[config.mk]
export PLATFORM = sky130hd
export DESIGN_NAME = sbw_xfer_engine
export DESIGN_NICKNAME = d
export VERILOG_FILES = /design/src/rtl/sbw_pkg.sv /design/src/rtl/sbw_addr_gen.sv /design/src/rtl/sbw_word_mover.sv /design/src/rtl/sbw_xfer_engine.sv
export SDC_FILE = /design/constraint.sdc
export NUM_CORES = 1
export LEC_CHECK = 0
export BUFFER_PORTS_ARGS = -buffer_cell sky130_fd_sc_hd__buf_2
export CAP_MARGIN = 10
export CORE_UTILIZATION = 52
export DETAILED_ROUTE_END_ITERATION = 16
export MAX_ROUTING_LAYER = met4
export PLACE_DENSITY = 0.9
export SYNTH_ARGS = -nofsm -noshare
export SYNTH_HDL_FRONTEND = slang
export SYNTH_HIERARCHICAL = 1
export SYNTH_SLANG_ARGS = --single-unit
[constraint.sdc]
create_clock -name clk -period 6.6 [get_ports clk]
set_clock_uncertainty 0.2 [all_clocks]
set_input_delay 0 -clock clk [delete_from_list [all_inputs] [get_ports clk]]
set_output_delay 0 -clock clk [all_outputs]
set_load 0.005 [all_outputs]
[src/rtl/sbw_pkg.sv]
package sbw_pkg;

    parameter int ADDR_W = 64;
    parameter int HALF_W = ADDR_W / 2;
    parameter int DATA_W = 32;
    parameter int CNT_W  = 16;
    parameter int FIFO_AW = 32;
    parameter int WORD_BYTES = DATA_W / 8;
    parameter int WORD_SHIFT = $clog2(WORD_BYTES);

    typedef enum logic [1:0] {
        CT_IDLE,
        CT_RUN,
        CT_PAUSE
    } ctl_state_e;

    typedef enum logic [1:0] {
        MV_IDLE,
        MV_SRC,
        MV_WAIT,
        MV_DST
    } mv_state_e;

    typedef struct packed {
        logic [CNT_W-1:0] words;
        logic [CNT_W-1:0] gap;
        logic [CNT_W-1:0] blocks;
    } geom_t;

    // Address of the word after `a`; at a block end the gap is skipped too.
    function automatic logic [ADDR_W-1:0] step_addr(
        input logic [ADDR_W-1:0] a,
        input logic              block_end,
        input logic [CNT_W-1:0]  gap
    );
        logic [ADDR_W-1:0] skip;
        skip = block_end ? (ADDR_W'(gap) << WORD_SHIFT) : '0;
        return a + ADDR_W'(WORD_BYTES) + skip;
    endfunction

    function automatic logic geom_empty(input geom_t g);
        return (g.words == '0) || (g.blocks == '0);
    endfunction

endpackage

[src/rtl/sbw_addr_gen.sv]
module sbw_addr_gen
    import sbw_pkg::*;
(
    input  logic              clk,
    input  logic              rst,
    input  logic              load,
    input  logic              advance,
    input  logic [ADDR_W-1:0] base,
    input  geom_t             geom,
    output logic [ADDR_W-1:0] cur_addr,
    output logic              final_word
);

    geom_t            g_q;
    logic [CNT_W-1:0] w_idx;
    logic [CNT_W-1:0] b_idx;
    logic             block_end;

    assign block_end  = (w_idx == g_q.words - CNT_W'(1));
    assign final_word = block_end && (b_idx == g_q.blocks - CNT_W'(1));

    always_ff @(posedge clk) begin
        if (rst) begin
            g_q      <= '0;
            w_idx    <= '0;
            b_idx    <= '0;
            cur_addr <= '0;
        end else if (load) begin
            g_q      <= geom;
            w_idx    <= '0;
            b_idx    <= '0;
            cur_addr <= base;
        end else if (advance) begin
            if (block_end) begin
                w_idx <= '0;
                b_idx <= b_idx + CNT_W'(1);
            end else begin
                w_idx <= w_idx + CNT_W'(1);
            end
            cur_addr <= step_addr(cur_addr, block_end, g_q.gap);
        end
    end

    // Word completions never run past the programmed block length.
    assert_word_in_block_R4: assert property (@(posedge clk) disable iff (rst)
        advance |-> (w_idx < g_q.words))
        else $error("word index beyond block length");

    // Word completions never run past the programmed block count.
    assert_block_in_range_R5: assert property (@(posedge clk) disable iff (rst)
        advance |-> (b_idx < g_q.blocks))
        else $error("block index beyond block count");

endmodule

[src/rtl/sbw_word_mover.sv]
module sbw_word_mover
    import sbw_pkg::*;
(
    input  logic              clk,
    input  logic              rst,
    input  logic              launch,
    input  logic              to_periph,
    output logic              idle,
    output logic              word_done,
    output logic              mem_req_valid,
    input  logic              mem_req_ready,
    output logic              mem_req_write,
    output logic [DATA_W-1:0] mem_req_wdata,
    input  logic              mem_rvalid,
    input  logic [DATA_W-1:0] mem_rdata,
    output logic              fifo_wvalid,
    input  logic              fifo_wready,
    output logic [DATA_W-1:0] fifo_wdata,
    input  logic              fifo_rvalid,
    output logic              fifo_rready,
    input  logic [DATA_W-1:0] fifo_rdata
);

    mv_state_e         st;
    logic [DATA_W-1:0] hold;

    assign idle = (st == MV_IDLE);

    always_comb begin
        mem_req_valid = 1'b0;
        mem_req_write = 1'b0;
        fifo_wvalid   = 1'b0;
        fifo_rready   = 1'b0;
        word_done     = 1'b0;
        case (st)
            MV_SRC: begin
                if (to_periph) mem_req_valid = 1'b1;
                else           fifo_rready   = 1'b1;
            end
            MV_DST: begin
                if (to_periph) begin
                    fifo_wvalid = 1'b1;
                    word_done   = fifo_wready;
                end else begin
                    mem_req_valid = 1'b1;
                    mem_req_write = 1'b1;
                    word_done     = mem_req_ready;
                end
            end
            default: ;
        endcase
    end

    assign mem_req_wdata = hold;
    assign fifo_wdata    = hold;

    always_ff @(posedge clk) begin
        if (rst) begin
            st   <= MV_IDLE;
            hold <= '0;
        end else begin
            case (st)
                MV_IDLE: if (launch) st <= MV_SRC;
                MV_SRC: begin
                    if (to_periph) begin
                        if (mem_req_ready) st <= MV_WAIT;
                    end else if (fifo_rvalid) begin
                        hold <= fifo_rdata;
                        st   <= MV_DST;
                    end
                end
                MV_WAIT: begin
                    if (mem_rvalid) begin
                        hold <= mem_rdata;
                        st   <= MV_DST;
                    end
                end
                MV_DST: if (word_done) st <= MV_IDLE;
                default: st <= MV_IDLE;
            endcase
        end
    end

    // A stalled memory request keeps its kind and data.
    assert_mem_hold_R9: assert property (@(posedge clk) disable iff (rst)
        (mem_req_valid && !mem_req_ready) |=>
            (mem_req_valid && $stable(mem_req_write) && $stable(mem_req_wdata)))
        else $error("memory request dropped while stalled");

    // A stalled FIFO push keeps its data.
    assert_fifo_hold_R9: assert property (@(posedge clk) disable iff (rst)
        (fifo_wvalid && !fifo_wready) |=> (fifo_wvalid && $stable(fifo_wdata)))
        else $error("fifo push dropped while stalled");

    // Only one side is addressed at a time.
    assert_one_side_R9: assert property (@(posedge clk) disable iff (rst)
        $onehot0({mem_req_valid, fifo_wvalid, fifo_rready}))
        else $error("more than one bus side active");

endmodule

[src/rtl/sbw_xfer_engine.sv]
module sbw_xfer_engine
    import sbw_pkg::*;
(
    input  logic               clk,
    input  logic               rst,
    input  logic               start,
    input  logic               stop,
    input  logic               to_periph,
    input  logic [HALF_W-1:0]  mem_base_lo,
    input  logic [HALF_W-1:0]  mem_base_hi,
    input  logic [FIFO_AW-1:0] fifo_addr_in,
    input  logic [CNT_W-1:0]   blk_words,
    input  logic [CNT_W-1:0]   blk_gap,
    input  logic [CNT_W-1:0]   blk_count,
    output logic               busy,
    output logic               paused,
    output logic               done,
    output logic               mem_req_valid,
    input  logic               mem_req_ready,
    output logic               mem_req_write,
    output logic [ADDR_W-1:0]  mem_req_addr,
    output logic [DATA_W-1:0]  mem_req_wdata,
    input  logic               mem_rvalid,
    input  logic [DATA_W-1:0]  mem_rdata,
    output logic [FIFO_AW-1:0] fifo_addr,
    output logic               fifo_wvalid,
    input  logic               fifo_wready,
    output logic [DATA_W-1:0]  fifo_wdata,
    input  logic               fifo_rvalid,
    output logic               fifo_rready,
    input  logic [DATA_W-1:0]  fifo_rdata
);

    ctl_state_e         st;
    logic               dir_q;
    logic               stop_q;
    logic               done_q;
    logic [FIFO_AW-1:0] fifo_addr_q;
    geom_t              geom_in;
    logic               load;
    logic               launch;
    logic               halt_req;
    logic               mv_idle;
    logic               mv_done;
    logic               final_word;

    assign geom_in  = '{words: blk_words, gap: blk_gap, blocks: blk_count};
    assign load     = (st == CT_IDLE) && start && !geom_empty(geom_in);
    assign halt_req = stop || stop_q;
    assign launch   = (st == CT_RUN) && mv_idle && !halt_req;

    always_ff @(posedge clk) begin
        if (rst) begin
            st          <= CT_IDLE;
            dir_q       <= 1'b0;
            stop_q      <= 1'b0;
            done_q      <= 1'b0;
            fifo_addr_q <= '0;
        end else begin
            done_q <= 1'b0;
            case (st)
                CT_IDLE: begin
                    stop_q <= 1'b0;
                    if (start) begin
                        if (geom_empty(geom_in)) begin
                            done_q <= 1'b1;
                        end else begin
                            dir_q       <= to_periph;
                            fifo_addr_q <= fifo_addr_in;
                            st          <= CT_RUN;
                        end
                    end
                end
                CT_RUN: begin
                    if (mv_done) begin
                        if (final_word) begin
                            st     <= CT_IDLE;
                            done_q <= 1'b1;
                            stop_q <= 1'b0;
                        end else if (halt_req) begin
                            st     <= CT_PAUSE;
                            stop_q <= 1'b0;
                        end
                    end else if (mv_idle && halt_req) begin
                        st     <= CT_PAUSE;
                        stop_q <= 1'b0;
                    end else if (stop) begin
                        stop_q <= 1'b1;
                    end
                end
                CT_PAUSE: if (start) st <= CT_RUN;
                default: st <= CT_IDLE;
            endcase
        end
    end

    assign busy      = (st != CT_IDLE);
    assign paused    = (st == CT_PAUSE);
    assign done      = done_q;
    assign fifo_addr = fifo_addr_q;

    sbw_addr_gen u_addr (
        .clk        (clk),
        .rst        (rst),
        .load       (load),
        .advance    (mv_done),
        .base       ({mem_base_hi, mem_base_lo}),
        .geom       (geom_in),
        .cur_addr   (mem_req_addr),
        .final_word (final_word)
    );

    sbw_word_mover u_mover (
        .clk           (clk),
        .rst           (rst),
        .launch        (launch),
        .to_periph     (dir_q),
        .idle          (mv_idle),
        .word_done     (mv_done),
        .mem_req_valid (mem_req_valid),
        .mem_req_ready (mem_req_ready),
        .mem_req_write (mem_req_write),
        .mem_req_wdata (mem_req_wdata),
        .mem_rvalid    (mem_rvalid),
        .mem_rdata     (mem_rdata),
        .fifo_wvalid   (fifo_wvalid),
        .fifo_wready   (fifo_wready),
        .fifo_wdata    (fifo_wdata),
        .fifo_rvalid   (fifo_rvalid),
        .fifo_rready   (fifo_rready),
        .fifo_rdata    (fifo_rdata)
    );

    // Outside an active run the buses are silent.
    assert_quiet_bus_R11: assert property (@(posedge clk) disable iff (rst)
        (st != CT_RUN) |-> (!mem_req_valid && !fifo_wvalid && !fifo_rready))
        else $error("bus activity while not running");

    // Completion is only reported from the idle state.
    assert_done_idle_R12: assert property (@(posedge clk) disable iff (rst)
        done |-> !busy)
        else $error("done raised while busy");

endmodule

* Word-level counts from Yosys, hierarchy flattened
Cells that the tools add are included.
** Storage, ports and cells
- Flip-flop bits (word level) :: 215
- Output and inout port bits :: 167
- Logic and storage cells :: 107
** Operators by class
- Add/sub/neg operators :: 6
- Eq/ne operators :: 20
- Mux-type cells :: 42
- Bitwise gates (word level) :: 1
- Reduce and logical (&&, ||, !) cells :: 25
** Operators by type and width (count)
- 2-to-1 mux 64 bit :: 2
- 2-to-1 mux 32 bit :: 3
- adder 64 x 3 -> 64 bit, second input constant :: 1
- adder 64 bit :: 1
- one-hot mux 32 bit (2 select lines) :: 1
- adder 16 x 1 -> 16 bit, second input constant :: 2
- == test 16 bit :: 2
- logical NOT 16 bit :: 2
- subtractor 16 x 1 -> 16 bit, second input constant :: 2
- 2-to-1 mux 2 bit :: 13
- 2-to-1 mux 18 bit :: 1
- 2-to-1 mux 1 bit :: 16
- 2-to-1 mux 16 bit :: 1
- != test 2 bit, second input constant :: 8
- AND reduction 5 bit :: 2
- one-hot mux 2 bit (4 select lines) :: 1
- nonzero test 2 bit :: 4
- == test 2 bit, second input constant :: 3
- logical AND 1 bit :: 6
- != test 3 bit, second input constant :: 2
- one-hot mux 1 bit (2 select lines) :: 3
- one-hot mux 2 bit (3 select lines) :: 1
- AND reduction 3 bit :: 2
- == test 2 x 1 -> 1 bit, second input constant :: 2
- 10 further kinds :: 13

* Longest topological paths before layout
- Depth in word-level cells :: 6
- Mapped depth :: 22

* Cells and area by module
The synthesis kept the hierarchy.
** By module, submodules not included
- sbw_addr_gen :: times used 1, cells each 1045, area an instance 8733.4 um^2, sequential area each 2882.8 um^2
- sbw_word_mover :: times used 1, cells each 204, area an instance 2067.0 um^2, sequential area each 680.7 um^2
- sbw_xfer_engine :: times used 1, cells each 181, area an instance 1629.1 um^2, sequential area each 740.7 um^2

* Least setup slack after synthesis
No wires, ideal clock.
- Path type :: register -> register
- Start :: register u_addr/g_q[34] (netlist bit)
- End :: register u_addr.cur_addr[63]
- Library setup time :: 122 ps
- Arrival :: 5270 ps
- Data required time :: 6278 ps
- Setup slack :: 1008 ps
- Cell stages (with the launch flop) :: 22
- Buffers on the path :: 4
- Clock period less this slack :: 5592 ps
- Path through :: dfxtp_1 > buf_6 > or3_1 > clkbuf_2 > or3_1 > o2bb2ai_1 > or4_4 > nor3b_4 > clkbuf_1 > and3_1 > ha_1 > ha_1 > inv_1 > fa_1 > nor2b_1 > o31ai_1 > a211oi_1 > o21bai_1 > a2111oi_1 > buf_2 > a31oi_1 > o311a_1
** Between the ends
- Cells in the longest elaborated chain, start to end :: 6
** Ends and longest elaborated chain
- start, declared :: RTL line sbw_addr_gen.sv:14 : geom_t g_q;
- start signal, assigned :: RTL line sbw_addr_gen.sv:29 : g_q <= geom;
- subtractor 16 x 1 -> 16 bit :: RTL line sbw_addr_gen.sv:19 : assign block_end = (w_idx == g_q.words - CNT_W'(1));
- == test 16 bit :: RTL line sbw_addr_gen.sv:19
- 2-to-1 mux 18 bit :: RTL line sbw_pkg.sv:37 : skip = block_end ? (ADDR_W'(gap) << WORD_SHIFT) : '0;
- adder 64 bit :: RTL line sbw_pkg.sv:38 : return a + ADDR_W'(WORD_BYTES) + skip;
- 2-to-1 mux 64 bit :: RTL line sbw_addr_gen.sv:33 : end else if (advance) begin
- 2-to-1 mux 64 bit :: RTL line sbw_addr_gen.sv:28 : end else if (load) begin
- end signal, assigned :: RTL line sbw_addr_gen.sv:32 : cur_addr <= base;
- end signal, assigned :: RTL line sbw_addr_gen.sv:40 : cur_addr <= step_addr(cur_addr, block_end, g_q.gap);
- end, declared :: RTL line sbw_addr_gen.sv:10 : output logic [ADDR_W-1:0] cur_addr,
Every way passes these cells. The select of a mux whose other input is x is not followed.
A chain may end at the register's enable or synchronous reset.

* Worst setup path in the final report
- Start :: register u_addr/g_q[34] (netlist bit)
- End :: register u_addr.cur_addr[58]
The elaborated chain is that of the path after synthesis.

==> results.json <==
{
  "gp_congestion": 0.908,
  "final_area_sq_um": 17900,
  "areaGrowthSynthToFinish_pct": 43.8,
  "grt_pass1_wl_um": 79600,
  "total_power_mw": 4.48,
  "grt_pass1_vias": 14300,
  "dr.pass1.iters": 8,
  "finalCritPeriodShare_pct": 96.9,
  "detail-route-antenna-nets": 0,
  "pwr-share-clk_pct": 30.2,
  "crit_slowest_cell": "dlygate4sd3_1",
  "ys_seq_area_share_pct": 34.6,
  "die-area_sq_um": 24500,
  "drt-total-wl_um": 53300,
  "placed_area_sq_um": 14100,
  "setup_violations": 0,
  "crit_fanout": 19,
  "ys_seq_elements": 215,
  "synth_edf_count": 0,
  "intPower_mw": 2.90,
  "wirelength_met1_um": 17700,
  "grt_setup_unrepaired": "false",
  "crit_family": "simple AND/OR/NAND/NOR gates",
  "timing.critical_path.buf_inv": 3,
  "final.setup.tns_ns": 0,
  "dpl.cell_count": 2020,
  "cts.path.max_buffers": 3,
  "p_leak_nw": 8.09,
  "max_stage_delay_ns": 0.64,
  "clk_pin_slew_ns": 0.07,
  "initial_core_util_pct": 53.0,
  "drc_errors": 0,
  "overflow": 0,
  "whs_path_depth": 4,
  "reg2reg_depth": 18,
  "p_comb_share_pct": 33.0,
  "synthFlopType": "dfxtp_1",
  "nNetsFinal": 2276,
  "ys_warn_count": 6,
  "grt_max_degree": 97,
  "synth_area_sq_um": 12400,
  "io_pins": 384,
  "stdcell_count": 2361,
  "cp-start-kind": "flop",
  "wl_met2_um": 24600,
  "maxCapViolCount": 0,
  "switching_share_pct": 35.2,
  "r2r-start": "u_addr/g_q[34]",
  "num_vias": 14500,
  "synth_area_per_cell_sq_um": 8.69,
  "slew_headroom_pct": 21.2,
  "fp.coreArea_sq_um": 23500,
  "viasPerCell": 6.13,
  "holdCritPathClass": "in -> reg",
  "cts_tree": "yes",
  "hold_viol_final": 0,
  "final.min_clock_period_ns": 6.39,
  "required_ns": 6.80,
  "synthArstFlopShare_pct": 0,
  "drive_above_1_share_pct": 24.4,
  "setup_ws_ns": 0.207,
  "dr_wl_met3_um": 6460,
  "dr.first_iter.drc_count": 1649,
  "htree_levels": 1,
  "worst_pin_slew_ns": 1.18,
  "pre_cts_ws_ns": 0.638,
  "wl_per_cell_um": 22.6,
  "cp_data_arrival_time_ns": 6.59,
  "die_y_um": 157,
  "synth.net_count": 1689,
  "top_layer_used": "met4",
  "crit_type": "reg -> reg",
  "final_max_slew_viol_count": 0,
  "worst-path-stages": 18,
  "synth_cells": 1430,
  "crit_chain": "or3_4 > or3_1 > o2bb2ai_1 > or4_4 > nor3b_4 > buf_4 > and3_1 > ha_1 > ha_1 > a2111oi_0 > o21ai_0 > a22oi_1 > o22ai_1 > buf_4 > nand4_1 > xor2_1 > a211oi_1 > dlygate4sd3_1",
  "p_sw_mw": 1.58,
  "insertion_delay_ns": 0.52,
  "synthDistinctLibCells": 77,
  "power.share.sequential_pct": 36.8,
  "die_x_um": 157,
  "cts.sinks": 215,
  "max_clock_freq_ghz": 0.156,
  "worstReg2RegEnd": "u_addr/cur_addr[58]",
  "hpwl_um": 28100,
  "powerDensity_nw_per_um2": 250,
  "grt_util_all_layers_pct": 43.6,
  "hold_end": "u_addr/cur_addr[3]",
  "irDropWorstVdd_mv": 0.164,
  "outcome": "completed",
  "numCtsBuffers": 24,
  "worstHoldStart": "mem_base_lo[3]",
  "row_count": 56,
  "setup.reg_to_reg.worst_slack_ns": 0.21,
  "cts-root-buf": "clkbuf_16",
  "antenna_found_initial": 9,
  "endpoint_kind": "flop",
  "port_buffers": 383
}
## synth_stat cells (all sizes together) (35+ instances only)
cell type,count,area share (%)
a211oi,82,6.2
a21oi,40,1.6
and3,38,1.9
buf,60,3.9
clkbuf,64,1.9
dfxtp,215,35
ha,41,4.1
mux2i,129,10
nand2,119,3.6
nand3,45,1.8
nor2,175,5.3
nor3,35,1.4
xnor2,45,3.2
xor2,51,3.6
## sequential cells by signal (all words and copies together) (netlist names), 2 cells and up
name                flops
u_addr/cur_addr        64
u_addr/g_q             48
fifo_addr              32
u_mover/fifo_wdata     32
u_addr/b_idx           16
u_addr/w_idx           16
st                      2
u_mover/st              2
## tightest hold or removal path: cells and delay by family
kind,cells,cell delay (ns)
buffers and inverters,2,0.61
AOI/OAI and AO/OA,1,0.05
and+or+nand+nor,1,0.07
## stage by stage
stage	utilization [%]	hold WS, ns
2_1_floorplan	-	-0.127
3_3_place_gp	60.3	0.0322
3_5_place_dp	60.3	0.0433
4_1_cts	75.8	0.0132
5_1_grt	76.1	0.0664
6_report	76.1	0.0425
## power groups by stage
| stage | clock (mW) | sequential [mW] | combinational (mW) |
|---|---|---|---|
| after detailed placement | 0 | 1.64 | 1.11 |
| final | 1.35 | 1.65 | 1.48 |
| after floorplan | 0 | 1.61 | 0.783 |
| after global routing | 1.40 | 1.66 | 1.55 |
| after CTS | 1.35 | 1.61 | 1.30 |
| after global placement | 0 | 1.63 | 1.07 |
## per-layer routing
| layer | up-vias | track usage (%) |
|---|---|---|
| met3 | 370 | 17.4 |
| met4 | 0 | 33.1 |
| met5 | - | - |
| met1 | 6649 | 42.6 |
| met2 | 1142 | 69.8 |
| li1 | 6303 | - |
## cells in the final DEF, fill, tap and decap left out, types with 7 or more instances in the layout
cell | Yosys | layout
xor2_1 | 51 | 51
dfxtp_1 | 215 | 215
nor4_1 | 20 | 20
buf_4 | 39 | 16
a211oi_1 | 53 | 52
buf_2 | 4 | 382
a21o_1 | 13 | 13
o21ai_0 | 21 | 21
nor2_1 | 175 | 175
and4_1 | 17 | 17
mux2i_1 | 129 | 129
dlygate4sd3_1 | 0 | 286
a311oi_1 | 9 | 8
a21oi_1 | 40 | 40
a31oi_1 | 19 | 18
diode_2 | 0 | 9
inv_1 | 33 | 32
a211oi_2 | 28 | 29
nand2_1 | 119 | 119
ha_1 | 41 | 40
clkbuf_16 | 0 | 25
xnor2_1 | 45 | 45
or3_1 | 10 | 9
and3_1 | 38 | 38
a41o_1 | 13 | 13
and2_1 | 7 | 7
nor2b_1 | 10 | 9
a2111oi_0 | 11 | 10
o211ai_1 | 7 | 7
nand3_1 | 45 | 45
nand4_1 | 23 | 23
nor3_1 | 35 | 35
## repair_timing
item                       4_1_cts  5_1_grt
buffers inserted                 0        4
hold endpoints to repair       183        0
hold buffers                   286        0
gates resized for setup          0        5
setup endpoints to repair        0       30
## how the worst max path moves through the flow
stage / from / endpoint
final: u_addr/g_q[34] / u_addr/cur_addr[58]
after global routing: u_addr/g_q[34] / u_addr/cur_addr[51]
after CTS: u_addr/g_q[34] / u_addr/cur_addr[45]
after detailed placement: u_addr/g_q[34] / u_addr/cur_addr[63]
after global placement: u_addr/g_q[34] / u_addr/cur_addr[63]
after floorplan: u_addr/g_q[34] / u_addr/cur_addr[63]
## kinds of logic (layout without fill, tap and decap cells)
family                     after synthesis  count (layout)  synth area share [%]
AOI/OAI and AO/OA                      255             255                  15.9
xor gates and xnor gates                96              96                  6.76
adders and majority gates               42              42                  4.29
buffers and inverters                  159             762                  6.88
DFF                                    215             215                  34.6
muxes                                  130             130                  10.5
other                                    0               9                     0
and+or+nand+nor                        533             533                  21.1
## area by class of cell
class	count	area (sq um)
diodes	9	22.5
clock buffers	31	688
clock inverters	11	97.6
fillers	1390	5600
inverters	35	131
multi-input cells	1056	7320
flip-flops and latches	215	4300
well taps	319	399
repair buffers	685	4910
Power figures use the tool's default switching activity.
